File: src/rtl/wrs_pkg.sv
package wrs_pkg;

    localparam int N_TGT     = 5;
    localparam int IDX_W     = 3;
    localparam int TGT_SDRAM = 0;
    localparam int TGT_CFG   = 1;
    localparam int TGT_SCAN  = 2;
    localparam int TGT_FAB   = 3;
    localparam int TGT_TRACE = 4;

    typedef enum logic [1:0] {
        ST_IDLE,
        ST_CHECK,
        ST_WAIT,
        ST_ASSERT
    } wrs_state_e;

    typedef struct packed {
        logic             start;
        logic             cnt_clr;
        logic             cnt_inc;
        logic [N_TGT-1:0] grant;
        logic [N_TGT-1:0] tout;
        logic             rst_end;
    } wrs_ctl_t;

    function automatic logic [N_TGT-1:0] idx_onehot(input logic [IDX_W-1:0] i);
        logic [N_TGT-1:0] v;
        v = '0;
        for (int b = 0; b < N_TGT; b++) begin
            if (i == IDX_W'(b)) v[b] = 1'b1;
        end
        return v;
    endfunction

    function automatic logic pick(input logic [N_TGT-1:0] vec, input logic [IDX_W-1:0] i);
        return |(vec & idx_onehot(i));
    endfunction

    function automatic logic step_on(input logic [N_TGT-1:0] en,
                                     input logic [N_TGT-1:0] inrst,
                                     input logic [IDX_W-1:0] i);
        return pick(en & ~inrst, i);
    endfunction

endpackage

File: src/rtl/wrs_counter.sv
module wrs_counter #(
    parameter int CNT_W = 8
) (
    input  logic             clk,
    input  logic             rst,
    input  logic             cold,
    input  logic             clr,
    input  logic             inc,
    output logic [CNT_W-1:0] cnt
);
    always_ff @(posedge clk) begin
        if (rst || cold || clr) begin
            cnt <= '0;
        end else if (inc) begin
            cnt <= cnt + CNT_W'(1);
        end
    end
endmodule

File: src/rtl/wrs_fsm.sv
module wrs_fsm
    import wrs_pkg::*;
#(
    parameter int TO_W  = 8,
    parameter int LEN_W = 8,
    parameter int CNT_W = 8
) (
    input  logic             clk,
    input  logic             rst,
    input  logic             cold,
    input  logic             trig,
    input  logic [N_TGT-1:0] en,
    input  logic [N_TGT-1:0] inrst,
    input  logic [N_TGT-1:0] ack,
    input  logic [CNT_W-1:0] cnt,
    input  logic [TO_W-1:0]  timeout,
    input  logic [LEN_W-1:0] rst_len,
    output wrs_state_e       state,
    output wrs_ctl_t         ctl
);
    localparam logic [IDX_W-1:0] LAST = IDX_W'(TGT_TRACE);

    wrs_state_e       state_n;
    logic [IDX_W-1:0] idx, idx_n;
    logic [CNT_W-1:0] len_eff;
    logic             len_done;
    logic             hit;
    logic             expire;

    always_comb begin
        len_eff  = (rst_len == '0) ? CNT_W'(1) : CNT_W'(rst_len);
        len_done = ((CNT_W+1)'(cnt) + (CNT_W+1)'(1)) >= (CNT_W+1)'(len_eff);
        hit      = pick(ack, idx);
        expire   = (cnt == CNT_W'(timeout));
    end

    always_comb begin
        ctl     = '0;
        state_n = state;
        idx_n   = idx;
        unique case (state)
            ST_IDLE: begin
                if (trig) begin
                    ctl.start = 1'b1;
                    state_n   = ST_CHECK;
                    idx_n     = '0;
                end
            end
            ST_CHECK: begin
                if (step_on(en, inrst, idx)) begin
                    ctl.grant   = idx_onehot(idx);
                    ctl.cnt_clr = 1'b1;
                    state_n     = ST_WAIT;
                end else if (idx == LAST) begin
                    ctl.cnt_clr = 1'b1;
                    state_n     = ST_ASSERT;
                end else begin
                    idx_n = idx + IDX_W'(1);
                end
            end
            ST_WAIT: begin
                if (hit || expire) begin
                    if (!hit) ctl.tout = idx_onehot(idx);
                    if (idx == LAST) begin
                        ctl.cnt_clr = 1'b1;
                        state_n     = ST_ASSERT;
                    end else begin
                        idx_n   = idx + IDX_W'(1);
                        state_n = ST_CHECK;
                    end
                end else begin
                    ctl.cnt_inc = 1'b1;
                end
            end
            ST_ASSERT: begin
                if (len_done) begin
                    ctl.rst_end = 1'b1;
                    state_n     = ST_IDLE;
                end else begin
                    ctl.cnt_inc = 1'b1;
                end
            end
            default: state_n = ST_IDLE;
        endcase
    end

    always_ff @(posedge clk) begin
        if (rst || cold) begin
            state <= ST_IDLE;
            idx   <= '0;
        end else begin
            state <= state_n;
            idx   <= idx_n;
        end
    end
endmodule

File: src/rtl/wrs_req_bank.sv
module wrs_req_bank
    import wrs_pkg::*;
(
    input  logic             clk,
    input  logic             rst,
    input  logic             cold,
    input  wrs_ctl_t         ctl,
    input  logic             idle,
    input  logic             stall_en,
    input  logic             stall_clr,
    output logic [N_TGT-1:0] req,
    output logic [N_TGT-1:0] tout,
    output logic             pend
);
    logic clr_ok;
    assign clr_ok = idle && stall_clr && pend;

    for (genvar k = 0; k < N_TGT; k++) begin : g_tgt
        if (k == TGT_TRACE) begin : g_trace
            always_ff @(posedge clk) begin
                if (rst || cold)      req[k] <= 1'b0;
                else if (ctl.rst_end) req[k] <= stall_en;
                else if (ctl.grant[k]) req[k] <= 1'b1;
                else if (clr_ok)      req[k] <= 1'b0;
            end
        end else begin : g_plain
            always_ff @(posedge clk) begin
                if (rst || cold)       req[k] <= 1'b0;
                else if (ctl.rst_end)  req[k] <= 1'b0;
                else if (ctl.grant[k]) req[k] <= 1'b1;
            end
        end

        always_ff @(posedge clk) begin
            if (rst || cold)      tout[k] <= 1'b0;
            else if (ctl.start)   tout[k] <= 1'b0;
            else if (ctl.tout[k]) tout[k] <= 1'b1;
        end
    end

    always_ff @(posedge clk) begin
        if (rst || cold)      pend <= 1'b0;
        else if (ctl.rst_end) pend <= stall_en;
        else if (clr_ok)      pend <= 1'b0;
    end
endmodule

File: src/rtl/warm_rst_seq.sv
module warm_rst_seq
    import wrs_pkg::*;
#(
    parameter int TO_W  = 8,
    parameter int LEN_W = 8
) (
    input  logic             clk,
    input  logic             rst,
    input  logic             cold_req_i,
    input  logic             sw_warm_req_i,
    input  logic             ext_warm_req_i,
    input  logic [N_TGT-1:0] hs_en_i,
    input  logic [N_TGT-1:0] tgt_in_rst_i,
    input  logic [N_TGT-1:0] hs_ack_i,
    input  logic [TO_W-1:0]  timeout_cyc_i,
    input  logic [LEN_W-1:0] rst_len_i,
    input  logic             stall_clr_i,
    output logic [N_TGT-1:0] hs_req_o,
    output logic             warm_rst_o,
    output logic             stall_pend_o,
    output logic [N_TGT-1:0] hs_timeout_o,
    output logic             busy_o
);
    localparam int CNT_W = (TO_W > LEN_W) ? TO_W : LEN_W;

    wrs_state_e       state;
    wrs_ctl_t         ctl;
    logic [CNT_W-1:0] cnt;

    wrs_fsm #(.TO_W(TO_W), .LEN_W(LEN_W), .CNT_W(CNT_W)) u_fsm (
        .clk     (clk),
        .rst     (rst),
        .cold    (cold_req_i),
        .trig    (sw_warm_req_i || ext_warm_req_i),
        .en      (hs_en_i),
        .inrst   (tgt_in_rst_i),
        .ack     (hs_ack_i),
        .cnt     (cnt),
        .timeout (timeout_cyc_i),
        .rst_len (rst_len_i),
        .state   (state),
        .ctl     (ctl)
    );

    wrs_counter #(.CNT_W(CNT_W)) u_cnt (
        .clk  (clk),
        .rst  (rst),
        .cold (cold_req_i),
        .clr  (ctl.cnt_clr),
        .inc  (ctl.cnt_inc),
        .cnt  (cnt)
    );

    wrs_req_bank u_bank (
        .clk       (clk),
        .rst       (rst),
        .cold      (cold_req_i),
        .ctl       (ctl),
        .idle      (state == ST_IDLE),
        .stall_en  (hs_en_i[TGT_TRACE]),
        .stall_clr (stall_clr_i),
        .req       (hs_req_o),
        .tout      (hs_timeout_o),
        .pend      (stall_pend_o)
    );

    assign warm_rst_o = (state == ST_ASSERT);
    assign busy_o     = (state != ST_IDLE);
endmodule

File: config.mk
export PLATFORM = sky130hd
export DESIGN_NAME = warm_rst_seq
export DESIGN_NICKNAME = d
export VERILOG_FILES = /design/src/rtl/wrs_pkg.sv /design/src/rtl/wrs_counter.sv /design/src/rtl/wrs_fsm.sv /design/src/rtl/wrs_req_bank.sv /design/src/rtl/warm_rst_seq.sv
export SDC_FILE = /design/constraint.sdc
export NUM_CORES = 1
export LEC_CHECK = 0
export CAP_MARGIN = 20
export CORE_ASPECT_RATIO = 1.25
export CORE_MARGIN = 5
export CORE_UTILIZATION = 43
export DETAILED_ROUTE_END_ITERATION = 10
export PLACE_DENSITY_LB_ADDON = 0.12
export SLEW_MARGIN = 15
export SYNTH_ARGS = -nofsm -noshare
export SYNTH_HDL_FRONTEND = slang
export SYNTH_SLANG_ARGS = --single-unit
File: constraint.sdc
create_clock -name clk -period 2.61 [get_ports clk]
set_input_delay 0.522 -clock clk [delete_from_list [all_inputs] [get_ports clk]]
set_output_delay 0.522 -clock clk [all_outputs]
set_load 0.05 [all_outputs]
## Word-level counts from Yosys, hierarchy flattened

Index checks and enable logic that the tools add are counted.

| storage, ports and cells | value |
|---|---|
| flip-flop bits (word level) | 24 |
| bits of input ports | 37 |
| output and inout port bits | 13 |
| word-level logic and storage cells | 96 |

| operators by class | value |
|---|---|
| $add $sub $neg | 3 |
| magnitude comparators | 1 |
| eq/ne operators | 13 |
| mux-type cells | 42 |
| bitwise operators | 4 |
| reduce and logical (&&, ||, !) cells | 19 |

Operator list:

| cell | number |
|---|---|
| $mux W5 | 5 |
| $mux W1 | 22 |
| $and A5 B5 Y5 | 3 |
| $mux W2 | 6 |
| $mux W3 | 4 |
| $reduce_or A5 Y1 | 2 |
| $add A8 B1 Y9 const B | 1 |
| $ge A9 B8 Y1 | 1 |
| $pmux W3 S3 | 1 |
| $add A8 B1 Y8 const B | 1 |
| $eq A8 B8 Y1 | 1 |
| $logic_not A8 Y1 | 1 |
| $mux W8 | 1 |
| $pmux W2 S4 | 1 |
| $reduce_and A4 Y1 | 2 |
| $eq A3 B2 Y1 const B | 2 |
| $reduce_bool A3 Y1 | 2 |
| $not A5 Y5 | 1 |
| $eq A2 B2 Y1 const B | 2 |
| $logic_or A1 B1 Y1 | 4 |
| $ne A2 B1 Y1 const B | 2 |
| $ne A2 B2 Y1 const B | 2 |
| $pmux W1 S2 | 2 |
| $reduce_bool A2 Y1 | 2 |
| other kinds (9) | 11 |

## Logic depth before layout (Yosys ltp)

| depth | value |
|---|---|
| depth after elaboration | 9 |
| mapped depth | 13 |
| depth with buffers taken out | 12 |

## By module

Synthesis repeated with hierarchy kept, for this count alone.

| unflattened totals | value |
|---|---|
| cells, all modules | 212 |
| area total of the unflattened synthesis | 1829.3 um2 |

By module, submodules not included:

| module | instances | cells each | area an instance (um2) | seq. area each (um2) |
|---|---|---|---|---|
| wrs_fsm | 1 | 141 | 1108.6 | 100.1 |
| wrs_req_bank | 1 | 29 | 351.6 | 220.2 |
| wrs_counter | 1 | 38 | 345.3 | 160.2 |
| warm_rst_seq | 1 | 4 | 23.8 | 0.0 |

## Least setup slack after synthesis

OpenSTA, ideal clock, no wires.

| path | value |
|---|---|
| path type | reg-to-reg |
| start | register u_cnt.cnt[0] |
| end | register u_cnt.cnt[7] |
| library setup time | 0.073 ns |
| arrival time | 2.779 ns |
| data required time | 2.537 ns |
| slack | -0.241 ns |
| cell stages (with the launch flop) | 13 |
| path buffers | 0 |
| clock period less this slack | 2.851 ns |
| cell sequence | dfxtp_1 -> ha_1 -> nand3_1 -> inv_1 -> nand3_1 -> xnor2_1 -> ha_1 -> and3_1 -> a221o_1 -> a211oi_4 -> a22oi_4 -> or4_1 -> a21oi_1 |

| on the way | value |
|---|---|
| longest elaborated chain between the ends | 5 |
| elaborated cells between the ends (all ways) | 11 |
| those cells by class | add/sub (2); order compare (1); eq/ne (1); mux (5); reduce/logical (2) |

RTL lines:

| element | line | RTL |
|---|---|---|
| start, declared | wrs_counter.sv:9 | `output logic [CNT_W-1:0] cnt` |
| start signal, assigned | wrs_counter.sv:15 | `cnt <= cnt + CNT_W'(1);` |
| branches (longest 5 deep; another with $add A8 B1 Y9) | n/a |  |

Parallel ways; which one is timed is not known.
A chain may end at the register's enable or synchronous reset.

## Worst setup path after layout

| path | value |
|---|---|
| start | register u_cnt.cnt[1] |
| end | register u_cnt.cnt[7] |

The elaborated chain is that of the path after synthesis.

==> run_results.csv <==
group,metric,value,unit
timing,fin_ws,-0.175,ns
logic_synthesis,synth_edf_count,0,
grt,grt_first_pass_wirelength,7160,µm
critical_path,cp_data_required_time,2.81,ns
timing,skew,0.0154,ns
timing,slew_viol_final,0,
critical_path,crit_type,"flop to flop",
floorplan,dieArea,0.00535,mm²
routing,dr.pass1.iters,4,
timing,slew_headroom,66.0,%
grt,overflow,0,
routing,wire_per_inst,13.7,µm
worst_hold_path,hp-class,"flop to flop",
critical_path,crit_family,"compound AO/OA/AOI/OAI gates",
outcome,status,"finished with violations",
pwr,power,0.771,mW
critical_path,path_max_fanout,6,
clocking,numCtsBuffers,3,
critical_path,slowest_stage,"or4_1",
timing,period_needed,2.78,ns
logic_synthesis,yosys_register_bits,24,
logic_synthesis,seq_area_frac_synth,28.0,%
grt,grt_pass1_vias,1633,
floorplan,rows,25,
finish,area_growth,49.0,%
timing,fmax,359,MHz
floorplan,core,0.00382,mm²
logic_synthesis,syn_nets,250,
floorplan,die_height,80.6,µm
pwr,p_leak,1.04,nW
finish,antenna_cells,0,
routing,drc,0,
timing,hold_violations,0,
logic_synthesis,syn_area,0.00171,mm²
critical_path,cpPeakStageDelay,0.41,ns
pwr,ir_drop,0.158,mV
clocking,cts_tree,"done",
finish,fin_util,66.9,%
timing,finalCritPeriodShare,107,%
floorplan,start_util,44.9,%
routing,routed_wl,4390,µm
critical_path,cp-start-kind,"flop",
clocking,cts_max_path_buffers,2,
timing,tns,-1.02,ns
critical_path,end_kind,"flop",
finish,drive_gt1_share,19.5,%
timing,rsz0062_at_grt,"true",
logic_synthesis,synthArstFlopShare,0,%
grt,grt_max_degree,14,
clocking,cts_sinks,24,
logic_synthesis,synth.distinct_cells,50,
routing,drt_iter0_markers,48,
timing,final-setup-viol-count,15,
floorplan,io_pins,50,
critical_path,critPathMostFrequentCell,"nand3_4",
logic_synthesis,yosysWarningCount,0,
critical_path,crit_chain,"ha_4 -> nand3_4 -> inv_2 -> nand3_4 -> xnor2_2 -> ha_1 -> and3_4 -> a221o_1 -> a211oi_4 -> a22oi_4 -> or4_1 -> a21oi_1",
outcome,violations,"negative setup slack",
logic_synthesis,postSynthCellCount,195,
clocking,postCtsHoldBufs,0,
routing,drtAntennaViolNets,0,
critical_path,crit_buf_inv,1,
clocking,root_buffer,"clkbuf_8",
finish,nNetsFinal,322,
placement,hpwl,3560,µm
flow_run,max_cap_violations,0,
routing,vias,1661,
clocking,path_clk_slew,0.09,ns
logic_synthesis,syn_area_per_cell,8.78,µm²
grt,antenna_found_initial,0,
critical_path,arrival,2.99,ns
routing,via_per_inst,5.19,
clocking,cts-htree-levels,1,
logic_synthesis,synth_ff_type,"dfxtp_1",
pwr,p_per_area,302,mW/mm²
clocking,clock_latency,0.28,ns
placement,port_buffers,49,
placement,gp_congestion,0.780,
floorplan,die_w,66.5,µm
timing,tightest_slew,0.509,ns
grt,grt_usage,17.2,%
layout by cell type (no fill, tap or decap), types with 3 or more instances in the layout:
master,n
nor2b_1,4
o21ai_0,6
ha_1,17
buf_4,21
clkdlybuf4s50_1,49
a21oi_1,15
nand3_1,5
xor2_1,3
dfxtp_4,3
nand2_1,9
clkbuf_8,3
o21ai_1,3
dfxtp_1,21
inv_1,16
nor2_1,15
or3_1,5
and4bb_1,3
xnor2_1,10
routing by layer:
metal / share of wire [%] / wire length [µm] / vias up / global-route usage (%)
met5: 0 / 0 / - / 0
met4: 2.2 / 97 / 0 / 7.52
met3: 5.6 / 248 / 6 / 2.24
met2: 51 / 2260 / 46 / 32.9
met1: 41 / 1790 / 760 / 18.3
li1: - / - / 849 / -
cell usage after synthesis, drive strengths merged, types with 2 or more instances:
cell	count	area share, %
a21boi	3	1.5
a21o	2	0.88
a21oi	17	5.0
a22oi	4	2.8
a311oi	2	1.0
a31oi	2	0.73
a41oi	2	1.5
and2	2	0.73
and3	4	1.5
and4bb	3	2.2
buf	4	2.0
dfxtp	24	28
ha	18	13
inv	17	3.7
mux2i	2	1.2
nand2	9	2.0
nand3	9	2.6
nand4	2	0.73
nor2	15	3.3
nor2b	4	1.5
nor4	3	2.0
o21ai	10	2.9
or3	6	2.2
xnor2	12	6.6
xor2	3	1.5
sequential cells by signal, summed over array words and instances, names as in the netlist:
name	count
u_bank.tout	5
u_cnt.cnt	8
u_bank.req	5
u_fsm.state	2
u_fsm.idx	3
u_bank.pend	1
path summary, 6_finish.rpt:
kind,from,to,slack [ns],cells after the start
max reg2reg,u_cnt.cnt[1]$_SDFFE_PP0P_,u_cnt.cnt[7]$_SDFFE_PP0P_,-0.17,12
min reg2reg,u_bank.req[2]$_SDFFE_PP0P_,u_bank.req[2]$_SDFFE_PP0P_,0.47,2
min,u_bank.req[2]$_SDFFE_PP0P_,u_bank.req[2]$_SDFFE_PP0P_,0.47,2
max,u_cnt.cnt[1]$_SDFFE_PP0P_,u_cnt.cnt[7]$_SDFFE_PP0P_,-0.17,12
through the flow:
step / setup slack (ns) / instances / hold WS, ns / instance area [µm²]
6_report: -0.175 / 320 / 0.472 / 2550
5_1_grt: -0.312 / 320 / 0.513 / 2550
4_1_cts: -0.168 / 320 / 0.481 / 2520
3_5_place_dp: -0.411 / 314 / 0.459 / 2420
3_3_place_gp: -0.351 / 314 / 0.454 / 2420
2_1_floorplan: -0.0257 / 195 / 0.482 / 1750
layout make-up:
class	instances	area [µm²]
repair buffers	70	648
well taps	54	67.6
clock buffers	4	45.0
multi-input cells	151	1240
flip-flops and latches	24	492
inverters	17	63.8
fillers	336	1260
repair_timing:
item,in CTS,in global routing
resized for setup,9,8
buffers inserted,1,0
cloned,1,0
endpoints found under the setup margin,15,16
pin swaps,5,5
cells by family (layout without fill, tap and decap cells):
logic type | after synthesis | count (layout) | synth area share [%]
multiplexers | 2 | 2 | 1.17
AND/OR/NAND/NOR | 63 | 63 | 21.0
buffers and inverters | 21 | 91 | 5.77
XOR/XNOR | 15 | 15 | 8.11
AO/OA/AOI/OAI | 52 | 53 | 22.7
adder cells (fa/ha/maj) | 18 | 18 | 13.1
flip-flops | 24 | 24 | 28.0
tightest hold or removal path, delay by kind of cell (launching register included):
kind	cells	cell delay, ns
compound gates	1	0.04
simple gates	1	0.07
flops	1	0.33
report_power, final:
group / switching (mW) / leakage, nW / internal (mW)
combinational: 0.0725 / 0.817 / 0.0955
clock: 0.123 / 0.0228 / 0.109
sequential: 0.00484 / 0.196 / 0.366
total: 0.200 / 1.04 / 0.571
Note: power is estimated with default switching activity, not from simulation.
